**src/rtl/dmactl_pkg.sv**
```systemverilog
// Package: address map, bus constants and write strobe type shared by the
// register bank, its decoder and its checker.
package dmactl_pkg;

    localparam int AW     = 12;
    localparam int DW     = 32;
    localparam int NUM_SC = 5;    // number of set/clear channel vectors

    localparam logic [AW-1:0] OFS_STATUS = 12'h000;
    localparam logic [AW-1:0] OFS_CFG    = 12'h004;
    localparam logic [AW-1:0] OFS_BASE   = 12'h008;
    localparam logic [AW-1:0] OFS_ALT    = 12'h00C;
    localparam logic [AW-1:0] OFS_WAIT   = 12'h010;
    localparam logic [AW-1:0] OFS_SWREQ  = 12'h014;
    localparam logic [AW-1:0] OFS_SC0    = 12'h018;   // first set address; pairs step by 8
    localparam logic [AW-1:0] OFS_ERR    = 12'h04C;
    localparam logic [AW-1:0] OFS_DONE   = 12'h504;
    localparam logic [AW-1:0] OFS_DMASK  = 12'h520;

    // Channel vector index order (position gives set address OFS_SC0 + 8*i)
    localparam int SC_BURST = 0;
    localparam int SC_RMASK = 1;
    localparam int SC_EN    = 2;
    localparam int SC_ALT   = 3;
    localparam int SC_PRIO  = 4;

    typedef struct packed {
        logic              cfg;
        logic              base;
        logic              swreq;
        logic              err;
        logic              done;
        logic              dmask;
        logic [NUM_SC-1:0] set;
        logic [NUM_SC-1:0] clr;
    } wr_strobe_t;

    // Set address of channel vector i
    function automatic logic [AW-1:0] sc_set_addr(input int i);
        return OFS_SC0 + AW'(8 * i);
    endfunction

endpackage

```
**src/rtl/dmactl_addr_dec.sv**
```systemverilog
// Module: write address decoder.
// Turns one bus write into at most one write strobe. It assumes word-aligned
// byte addresses: a misaligned or unmapped address raises no strobe.
module dmactl_addr_dec
    import dmactl_pkg::*;
(
    input  logic          bus_sel,
    input  logic          bus_wr,
    input  logic [AW-1:0] bus_addr,
    output wr_strobe_t    wstb
);

    // Decode the write address into one strobe
    always_comb begin
        wstb = '0;
        if (bus_sel && bus_wr) begin
            case (bus_addr)
                OFS_CFG:   wstb.cfg   = 1'b1;
                OFS_BASE:  wstb.base  = 1'b1;
                OFS_SWREQ: wstb.swreq = 1'b1;
                OFS_ERR:   wstb.err   = 1'b1;
                OFS_DONE:  wstb.done  = 1'b1;
                OFS_DMASK: wstb.dmask = 1'b1;
                default:   ;
            endcase
            for (int i = 0; i < NUM_SC; i++) begin
                if (bus_addr == sc_set_addr(i))
                    wstb.set[i] = 1'b1;
                if (bus_addr == sc_set_addr(i) + AW'(4))
                    wstb.clr[i] = 1'b1;
            end
        end
    end

endmodule

```
**src/rtl/dmactl_setclr_vec.sv**
```systemverilog
// Module: one per-channel bit vector updated through set and clear strobes.
// Ones in wdata set bits (set_we) or clear bits (clr_we), and zeros leave bits
// alone. It assumes the two strobes are never high in the same cycle.
module dmactl_setclr_vec #(
    parameter int W = 32
) (
    input  logic         clk,
    input  logic         rst_n,
    input  logic         set_we,
    input  logic         clr_we,
    input  logic [W-1:0] wdata,
    output logic [W-1:0] q
);

    logic [W-1:0] set_m;
    logic [W-1:0] clr_m;

    // Gate write data with the strobes
    always_comb begin
        set_m = set_we ? wdata : '0;
        clr_m = clr_we ? wdata : '0;
    end

    // Hold the vector; apply set then clear masks
    always_ff @(posedge clk) begin
        if (!rst_n) q <= '0;
        else        q <= (q | set_m) & ~clr_m;
    end

endmodule

```
**src/rtl/dmactl_done_bank.sv**
```systemverilog
// Module: sticky done bits, done mask and peripheral routing.
// Done bits clear on a written 1, and a completion in the same cycle wins.
// A mask bit of 0 routes the done and active signals to the peripheral. A mask
// bit of 1 blocks them and lets the done bit count in the combined done.
module dmactl_done_bank #(
    parameter int NUM_CH = 32
) (
    input  logic              clk,
    input  logic              rst_n,
    input  logic [NUM_CH-1:0] done_pulse,
    input  logic [NUM_CH-1:0] active,
    input  logic              clr_we,
    input  logic              mask_we,
    input  logic [NUM_CH-1:0] wdata,
    output logic [NUM_CH-1:0] done_q,
    output logic [NUM_CH-1:0] mask_q,
    output logic [NUM_CH-1:0] periph_done,
    output logic [NUM_CH-1:0] periph_active,
    output logic              irq_done
);

    logic [NUM_CH-1:0] clr_m;

    // Clear mask from a done-register write
    always_comb clr_m = clr_we ? wdata : '0;

    // Sticky done bits: set dominates clear
    always_ff @(posedge clk) begin
        if (!rst_n) done_q <= '0;
        else        done_q <= (done_q & ~clr_m) | done_pulse;
    end

    // Done mask register
    always_ff @(posedge clk) begin
        if (!rst_n)       mask_q <= '0;
        else if (mask_we) mask_q <= wdata;
    end

    // Route unmasked channels to peripherals; masked channels to combined done
    always_comb begin
        periph_done   = done_pulse & ~mask_q;
        periph_active = active & ~mask_q;
        irq_done      = |(done_q & mask_q);
    end

endmodule

```
**src/rtl/dmactl_regbank.sv**
```systemverilog
// Module: DMA channel control register bank (top).
// Word-addressed register file with set/clear channel vectors, global config,
// descriptor base pointers, software request pulses, sticky done and error
// state. It assumes 1 <= NUM_CH <= 32, so the alternate table (NUM_CH*16
// bytes past the base) stays inside the 1 KiB aligned region.
module dmactl_regbank
    import dmactl_pkg::*;
#(
    parameter int          NUM_CH      = 32,
    parameter logic [31:0] WAIT_ON_REQ = 32'h0
) (
    input  logic              clk,
    input  logic              rst_n,
    input  logic              bus_sel,
    input  logic              bus_wr,
    input  logic [11:0]       bus_addr,
    input  logic [31:0]       bus_wdata,
    output logic [31:0]       bus_rdata,
    input  logic [3:0]        seq_state,
    input  logic [NUM_CH-1:0] ch_done_pulse,
    input  logic [NUM_CH-1:0] ch_active,
    input  logic              bus_err_pulse,
    output logic              master_en,
    output logic [2:0]        prot_bits,
    output logic [31:0]       base_ptr,
    output logic [31:0]       alt_base,
    output logic [NUM_CH-1:0] ch_wait_req,
    output logic [NUM_CH-1:0] ch_burst_only,
    output logic [NUM_CH-1:0] ch_req_mask,
    output logic [NUM_CH-1:0] ch_enable,
    output logic [NUM_CH-1:0] ch_use_alt,
    output logic [NUM_CH-1:0] ch_hi_prio,
    output logic [NUM_CH-1:0] ch_sw_req,
    output logic [NUM_CH-1:0] periph_done,
    output logic [NUM_CH-1:0] periph_active,
    output logic              irq_done,
    output logic              err_flag
);

    localparam int          BASE_LSB = 10;
    localparam int          BASE_W   = 32 - BASE_LSB;
    localparam logic [31:0] ALT_OFS  = 32'(NUM_CH * 16);
    localparam logic [4:0]  CH_M1    = 5'(NUM_CH - 1);

    wr_strobe_t                   wstb;
    logic [NUM_SC-1:0][NUM_CH-1:0] sc_q;
    logic [NUM_CH-1:0]            wdata_ch;
    logic [BASE_W-1:0]            base_q;
    logic [2:0]                   prot_q;
    logic                         en_q;
    logic                         err_q;
    logic [NUM_CH-1:0]            swreq_q;
    logic [NUM_CH-1:0]            done_q;
    logic [NUM_CH-1:0]            dmask_q;
    logic [31:0]                  rd_mux;
    logic [31:0]                  rdata_q;

    // Implemented-channel slice of write data
    always_comb wdata_ch = bus_wdata[NUM_CH-1:0];

    dmactl_addr_dec u_dec (
        .bus_sel  (bus_sel),
        .bus_wr   (bus_wr),
        .bus_addr (bus_addr),
        .wstb     (wstb)
    );

    // One set/clear vector per channel control
    for (genvar g = 0; g < NUM_SC; g++) begin : g_sc
        dmactl_setclr_vec #(.W(NUM_CH)) u_vec (
            .clk    (clk),
            .rst_n  (rst_n),
            .set_we (wstb.set[g]),
            .clr_we (wstb.clr[g]),
            .wdata  (wdata_ch),
            .q      (sc_q[g])
        );
    end

    dmactl_done_bank #(.NUM_CH(NUM_CH)) u_done (
        .clk           (clk),
        .rst_n         (rst_n),
        .done_pulse    (ch_done_pulse),
        .active        (ch_active),
        .clr_we        (wstb.done),
        .mask_we       (wstb.dmask),
        .wdata         (wdata_ch),
        .done_q        (done_q),
        .mask_q        (dmask_q),
        .periph_done   (periph_done),
        .periph_active (periph_active),
        .irq_done      (irq_done)
    );

    // Global config: enable and protection bits
    always_ff @(posedge clk) begin
        if (!rst_n) begin
            en_q   <= 1'b0;
            prot_q <= 3'b0;
        end else if (wstb.cfg) begin
            en_q   <= bus_wdata[0];
            prot_q <= bus_wdata[7:5];
        end
    end

    // Descriptor base pointer, 1 KiB aligned
    always_ff @(posedge clk) begin
        if (!rst_n)         base_q <= '0;
        else if (wstb.base) base_q <= bus_wdata[31:BASE_LSB];
    end

    // Software request pulses, self-clearing
    always_ff @(posedge clk) begin
        if (!rst_n)          swreq_q <= '0;
        else if (wstb.swreq) swreq_q <= wdata_ch;
        else                 swreq_q <= '0;
    end

    // Sticky bus error flag: event dominates clear
    always_ff @(posedge clk) begin
        if (!rst_n)                          err_q <= 1'b0;
        else if (bus_err_pulse)              err_q <= 1'b1;
        else if (wstb.err && bus_wdata[0])   err_q <= 1'b0;
    end

    // Read multiplexer
    always_comb begin
        rd_mux = '0;
        case (bus_addr)
            OFS_STATUS: rd_mux = {4'h0, 7'h0, CH_M1, 8'h0, seq_state, 3'h0, en_q};
            OFS_CFG:    rd_mux = {24'h0, prot_q, 4'h0, en_q};
            OFS_BASE:   rd_mux = base_ptr;
            OFS_ALT:    rd_mux = alt_base;
            OFS_WAIT:   rd_mux[NUM_CH-1:0] = WAIT_ON_REQ[NUM_CH-1:0];
            OFS_ERR:    rd_mux = {31'h0, err_q};
            OFS_DONE:   rd_mux[NUM_CH-1:0] = done_q;
            OFS_DMASK:  rd_mux[NUM_CH-1:0] = dmask_q;
            default:    ;
        endcase
        for (int i = 0; i < NUM_SC; i++) begin
            if (bus_addr == sc_set_addr(i))
                rd_mux[NUM_CH-1:0] = sc_q[i];
        end
    end

    // Registered read data, loaded on each read
    always_ff @(posedge clk) begin
        if (!rst_n)                 rdata_q <= '0;
        else if (bus_sel && !bus_wr) rdata_q <= rd_mux;
    end

    // Output assignments
    always_comb begin
        bus_rdata     = rdata_q;
        master_en     = en_q;
        prot_bits     = prot_q;
        base_ptr      = {base_q, {BASE_LSB{1'b0}}};
        alt_base      = base_ptr + ALT_OFS;
        ch_wait_req   = WAIT_ON_REQ[NUM_CH-1:0];
        ch_burst_only = sc_q[SC_BURST];
        ch_req_mask   = sc_q[SC_RMASK];
        ch_enable     = sc_q[SC_EN];
        ch_use_alt    = sc_q[SC_ALT];
        ch_hi_prio    = sc_q[SC_PRIO];
        ch_sw_req     = swreq_q;
        err_flag      = err_q;
    end

endmodule

```
**config.mk**
```make
export PLATFORM = sky130hd
export DESIGN_NAME = dmactl_regbank
export DESIGN_NICKNAME = d
export VERILOG_FILES = /design/src/rtl/dmactl_pkg.sv /design/src/rtl/dmactl_addr_dec.sv /design/src/rtl/dmactl_setclr_vec.sv /design/src/rtl/dmactl_done_bank.sv /design/src/rtl/dmactl_regbank.sv
export SDC_FILE = /design/constraint.sdc
export NUM_CORES = 1
export LEC_CHECK = 0
export BUFFER_PORTS_ARGS = -buffer_cell sky130_fd_sc_hd__buf_4
export CAP_MARGIN = 15
export CORE_MARGIN = 5
export CORE_UTILIZATION = 40
export CTS_CLUSTER_SIZE = 24
export DETAILED_ROUTE_END_ITERATION = 6
export GPL_ROUTABILITY_DRIVEN = 0
export PLACE_DENSITY = 0.65
export SLEW_MARGIN = 40
export SYNTH_ARGS = -nofsm -noshare
export SYNTH_HDL_FRONTEND = slang
export SYNTH_HIERARCHICAL = 1
export SYNTH_SLANG_ARGS = --single-unit
export TNS_END_PERCENT = 5
```
**constraint.sdc**
```tcl
create_clock -name clk -period 3.4 [get_ports clk]
set_input_delay 0.68 -clock clk [delete_from_list [all_inputs] [get_ports clk]]
set_output_delay 0.68 -clock clk [all_outputs]
set_load 0.05 [all_outputs]
```
==> results by group <==
Global routing
  – GR peak layer: met2
  – Number of global-route vias before repair: 14,720
  – First-pass GRT wire length: 103,400 µm
  – Largest net degree at the start of global routing: 106
  – Total track usage: 0.3106
  – Initial antenna violation count: 2
  – Total gr overflow: 0
  – Met3 Use GR: 0.07381
  – GR Util met1: 0.4184
  – GRT met2 Usage: 0.4932

Clock network
  – Total clock buffers created by CTS: 36
  – Post-CTS resize count: 0
  – Clk root buf: clkbuf_16
  – Clock transition at path regs: 0.06 ns
  – Clock Latency Late Sink: 0.54 ns
  – Post-CTS Hold Buffers: 0
  – TritonCTS clock tree: yes
  – Clock sinks: between 300 and 400
  – Post-CTS Setup Repair Bufs: 0
  – CTS H-tree depth: 2
  – CTS max path bufs: 3

Cells and area
  – Antenna Cells: 0
  – Filler cells: 3,524
  – Layout area overhead: 31.39%
  – Share of cells above drive strength 1: 0.3721
  – Nets@finish: approximately 2,200

Power and ir drop
  – Final Power: 0.008827 W
  – Maximum vdd ir drop: between 200 and 250 µV
  – Leak: 8.005 nW
  – PD cells: 428.2 nW/µm²

Placement
  – IO Port Bufs: 454
  – DP Wirelength: 53,300 µm

Synth
  – Most used DFF post-synth: dfxtp_1
  – Seq/Total Area, Yosys: 0.4019
  – Synth unique cells: 64
  – Yosys warning count: 6
  – Synth Cell Area: 15,690 µm²
  – EDFF count, synth: 0
  – Post-Synthesis Cells: about 1,600
  – Synthesized flop and latch total: ~320
  – Synth Area per Inst: 9.632 µm²
  – Async S/R FF share, synth: 0

Timing
  – Fin. Hold Viols: 0
  – Setup Skew: about 0.015 ns
  – Final Setup Violations: 0
  – Least-Margin Pin Slew: 0.7812 ns
  – Max_slew headroom: 0.4760
  – Setup TNS: 0 ns
  – Crit path time final: slightly below 3 ns
  – Peak Freq: 347.1 MHz
  – RSZ-0062 raised after global routing: false
  – Final critical-path share of the clock period: 0.8473
  – Slew Viols, Final: 0

Route
  – Mean routed wirelength per cell: 27.60 µm
  – DRC Markers: 0
  – Drt pass-1 iters: 6
  – WL final: 71,270 µm
  – Via density: 5.935
  – Detail Route Antenna Nets: 0
  – Via Count: between 15,000 and 20,000
  – Initial DRC count: 1,729

Flow run
  – Max cap viols: 0

Worst setup path
  – WP data arrival: 2.20 ns
  – Crit Path Class: flop to output pin
  – Critical Path RT: 2.72 ns
  – CP startpoint kind: flop
  – CP max FO: 5
  – Worst Setup End Kind: output pin

Hold path
  – Worst hold path class: primary input to flop

Floorplanning
  – Die area: around 43,000 µm²
  – Initial cell density of the core: 0.4051
  – Die Wd: approximately 210 µm
  – Die Height: 208.1 µm
  – Floorplan row count: 72
  – Io pins: 507
  – Core footprint: 38,740 µm²

Status
  – Outcome: finished, final reports clean
==> cell usage in the layout (no fill, tap or decap), types with 19 or more instances in the layout <==
| cell | netlist | layout |
|---|---|---|
| a211oi_2 | 154 | 154 |
| a21o_1 | 32 | 32 |
| a21oi_1 | 225 | 225 |
| a22oi_1 | 30 | 30 |
| a32oi_1 | 19 | 19 |
| and3_1 | 46 | 46 |
| buf_4 | 91 | 515 |
| clkbuf_16 | 0 | 38 |
| conb_1 | 2 | 52 |
| dfxtp_1 | 315 | 315 |
| mux2i_1 | 67 | 67 |
| nand2_1 | 83 | 83 |
| nor2b_1 | 152 | 152 |
| o21ai_0 | 62 | 62 |
==> metal layers <==
layer / up-vias / wire (µm) / part of all wire
met5: - / 34 / 0.00048
met4: 4 / 2515 / 0.035
met3: 141 / 7003 / 0.098
met2: 930 / 32400 / 0.45
met1: 7461 / 29310 / 0.41
li1: 6788 / - / -
==> per-stage QoR <==
stage	cell area (µm²)	setup WS, ns	util	hold WS [ns]	std cells
after floorplan	15880	0.6323	-	0.4877	1679
after global placement	19360	0.4774	0.4997	0.4607	2518
after detailed placement	19360	0.4960	0.4998	0.4611	2518
after CTS	20620	0.4642	0.5322	0.3672	2582
after global routing	20620	0.4481	0.5322	0.3792	2582
final	20620	0.5192	0.5322	0.3835	2582
==> Yosys cell counts (all sizes together) (3+ instances only) <==
library cell | n | area, µm²
a211oi | 166 | 2017
a21o | 32 | 240.2
a21oi | 225 | 1126
a221o | 6 | 60.06
a221oi | 9 | 78.83
a222oi | 7 | 70.07
a22o | 13 | 113.9
a22oi | 34 | 275.3
a2bb2oi | 6 | 52.55
a32o | 3 | 30.03
a32oi | 19 | 166.4
and2 | 5 | 31.28
and2b | 8 | 60.06
and3 | 46 | 287.8
and4 | 4 | 35.03
and4b | 4 | 40.04
buf | 148 | 1084
clkbuf | 52 | 195.2
dfxtp | 315 | 6306
inv | 7 | 26.28
mux2i | 67 | 670.6
nand2 | 83 | 311.6
nand2b | 11 | 68.82
nand3 | 14 | 70.07
nand4 | 9 | 56.30
nor2 | 12 | 45.04
nor2b | 152 | 950.9
nor3 | 12 | 65.06
nor3b | 6 | 45.04
nor4 | 24 | 276.5
o211ai | 12 | 90.09
o21ai | 77 | 385.4
o2bb2ai | 5 | 43.79
or3 | 4 | 25.02
or4 | 6 | 48.80
or4b | 5 | 53.80
or4bb | 3 | 35.03
==> power breakdown <==
part	leakage [nW]	internal, W	switching, W
Sequential	2.55	0.00372	0.0000389
Clock	0.618	0.00253	0.00160
Combinational	4.84	0.000246	0.000684
==> registers in the layout, summed over array words and instances, names as in the netlist <==
signal	count
base_q	22
bus_rdata	32
ch_sw_req	32
err_flag	1
g_sc.u_vec/q	160
master_en	1
prot_bits	3
u_done/done_q	32
u_done/mask_q	32
==> worst paths after layout <==
path	start	end	slack, ns	cells past startpoint
hold / removal	ch_done_pulse[13]	u_done/done_q[13]$_SDFF_PN0_	0.38	3
setup reg to reg	u_done/mask_q[3]$_SDFFE_PN0P_	bus_rdata[3]$_SDFFE_PN0P_	1.67	4
setup / recovery	u_done/mask_q[10]$_SDFFE_PN0P_	irq_done	0.52	4
hold reg to reg	bus_rdata[12]$_SDFFE_PN0P_	bus_rdata[12]$_SDFFE_PN0P_	0.48	2
==> cells by family after synthesis <==
group                  share of synthesized area
buffers and inverters                    0.08317
DFF                                       0.4019
AOI/OAI and AO/OA                         0.3055
and+or+nand+nor                           0.1663
muxes                                    0.04274
other                                  0.0004786
==> worst max-delay path: stages, from the launching register on <==
cell and delay, ns:
dfxtp_1 0.43, a22oi_1 0.34, nand4_1 0.13, or4_1 0.54, buf_4 0.21
==> cell type report <==
type / instances / area, µm² / area share
multi-input cells: 1157 / 8402 / 0.4075
flip-flops and latches: 315 / 6306 / 0.3059
repair buffers: 521 / 3978 / 0.1929
clock buffers: 50 / 1046 / 0.05073
well taps: 518 / 648.1 / 0.03144
clock inverters: 14 / 209.0 / 0.01013
inverters: 7 / 28.78 / 0.001396
No activity file was read; power rests on OpenSTA's default activity.
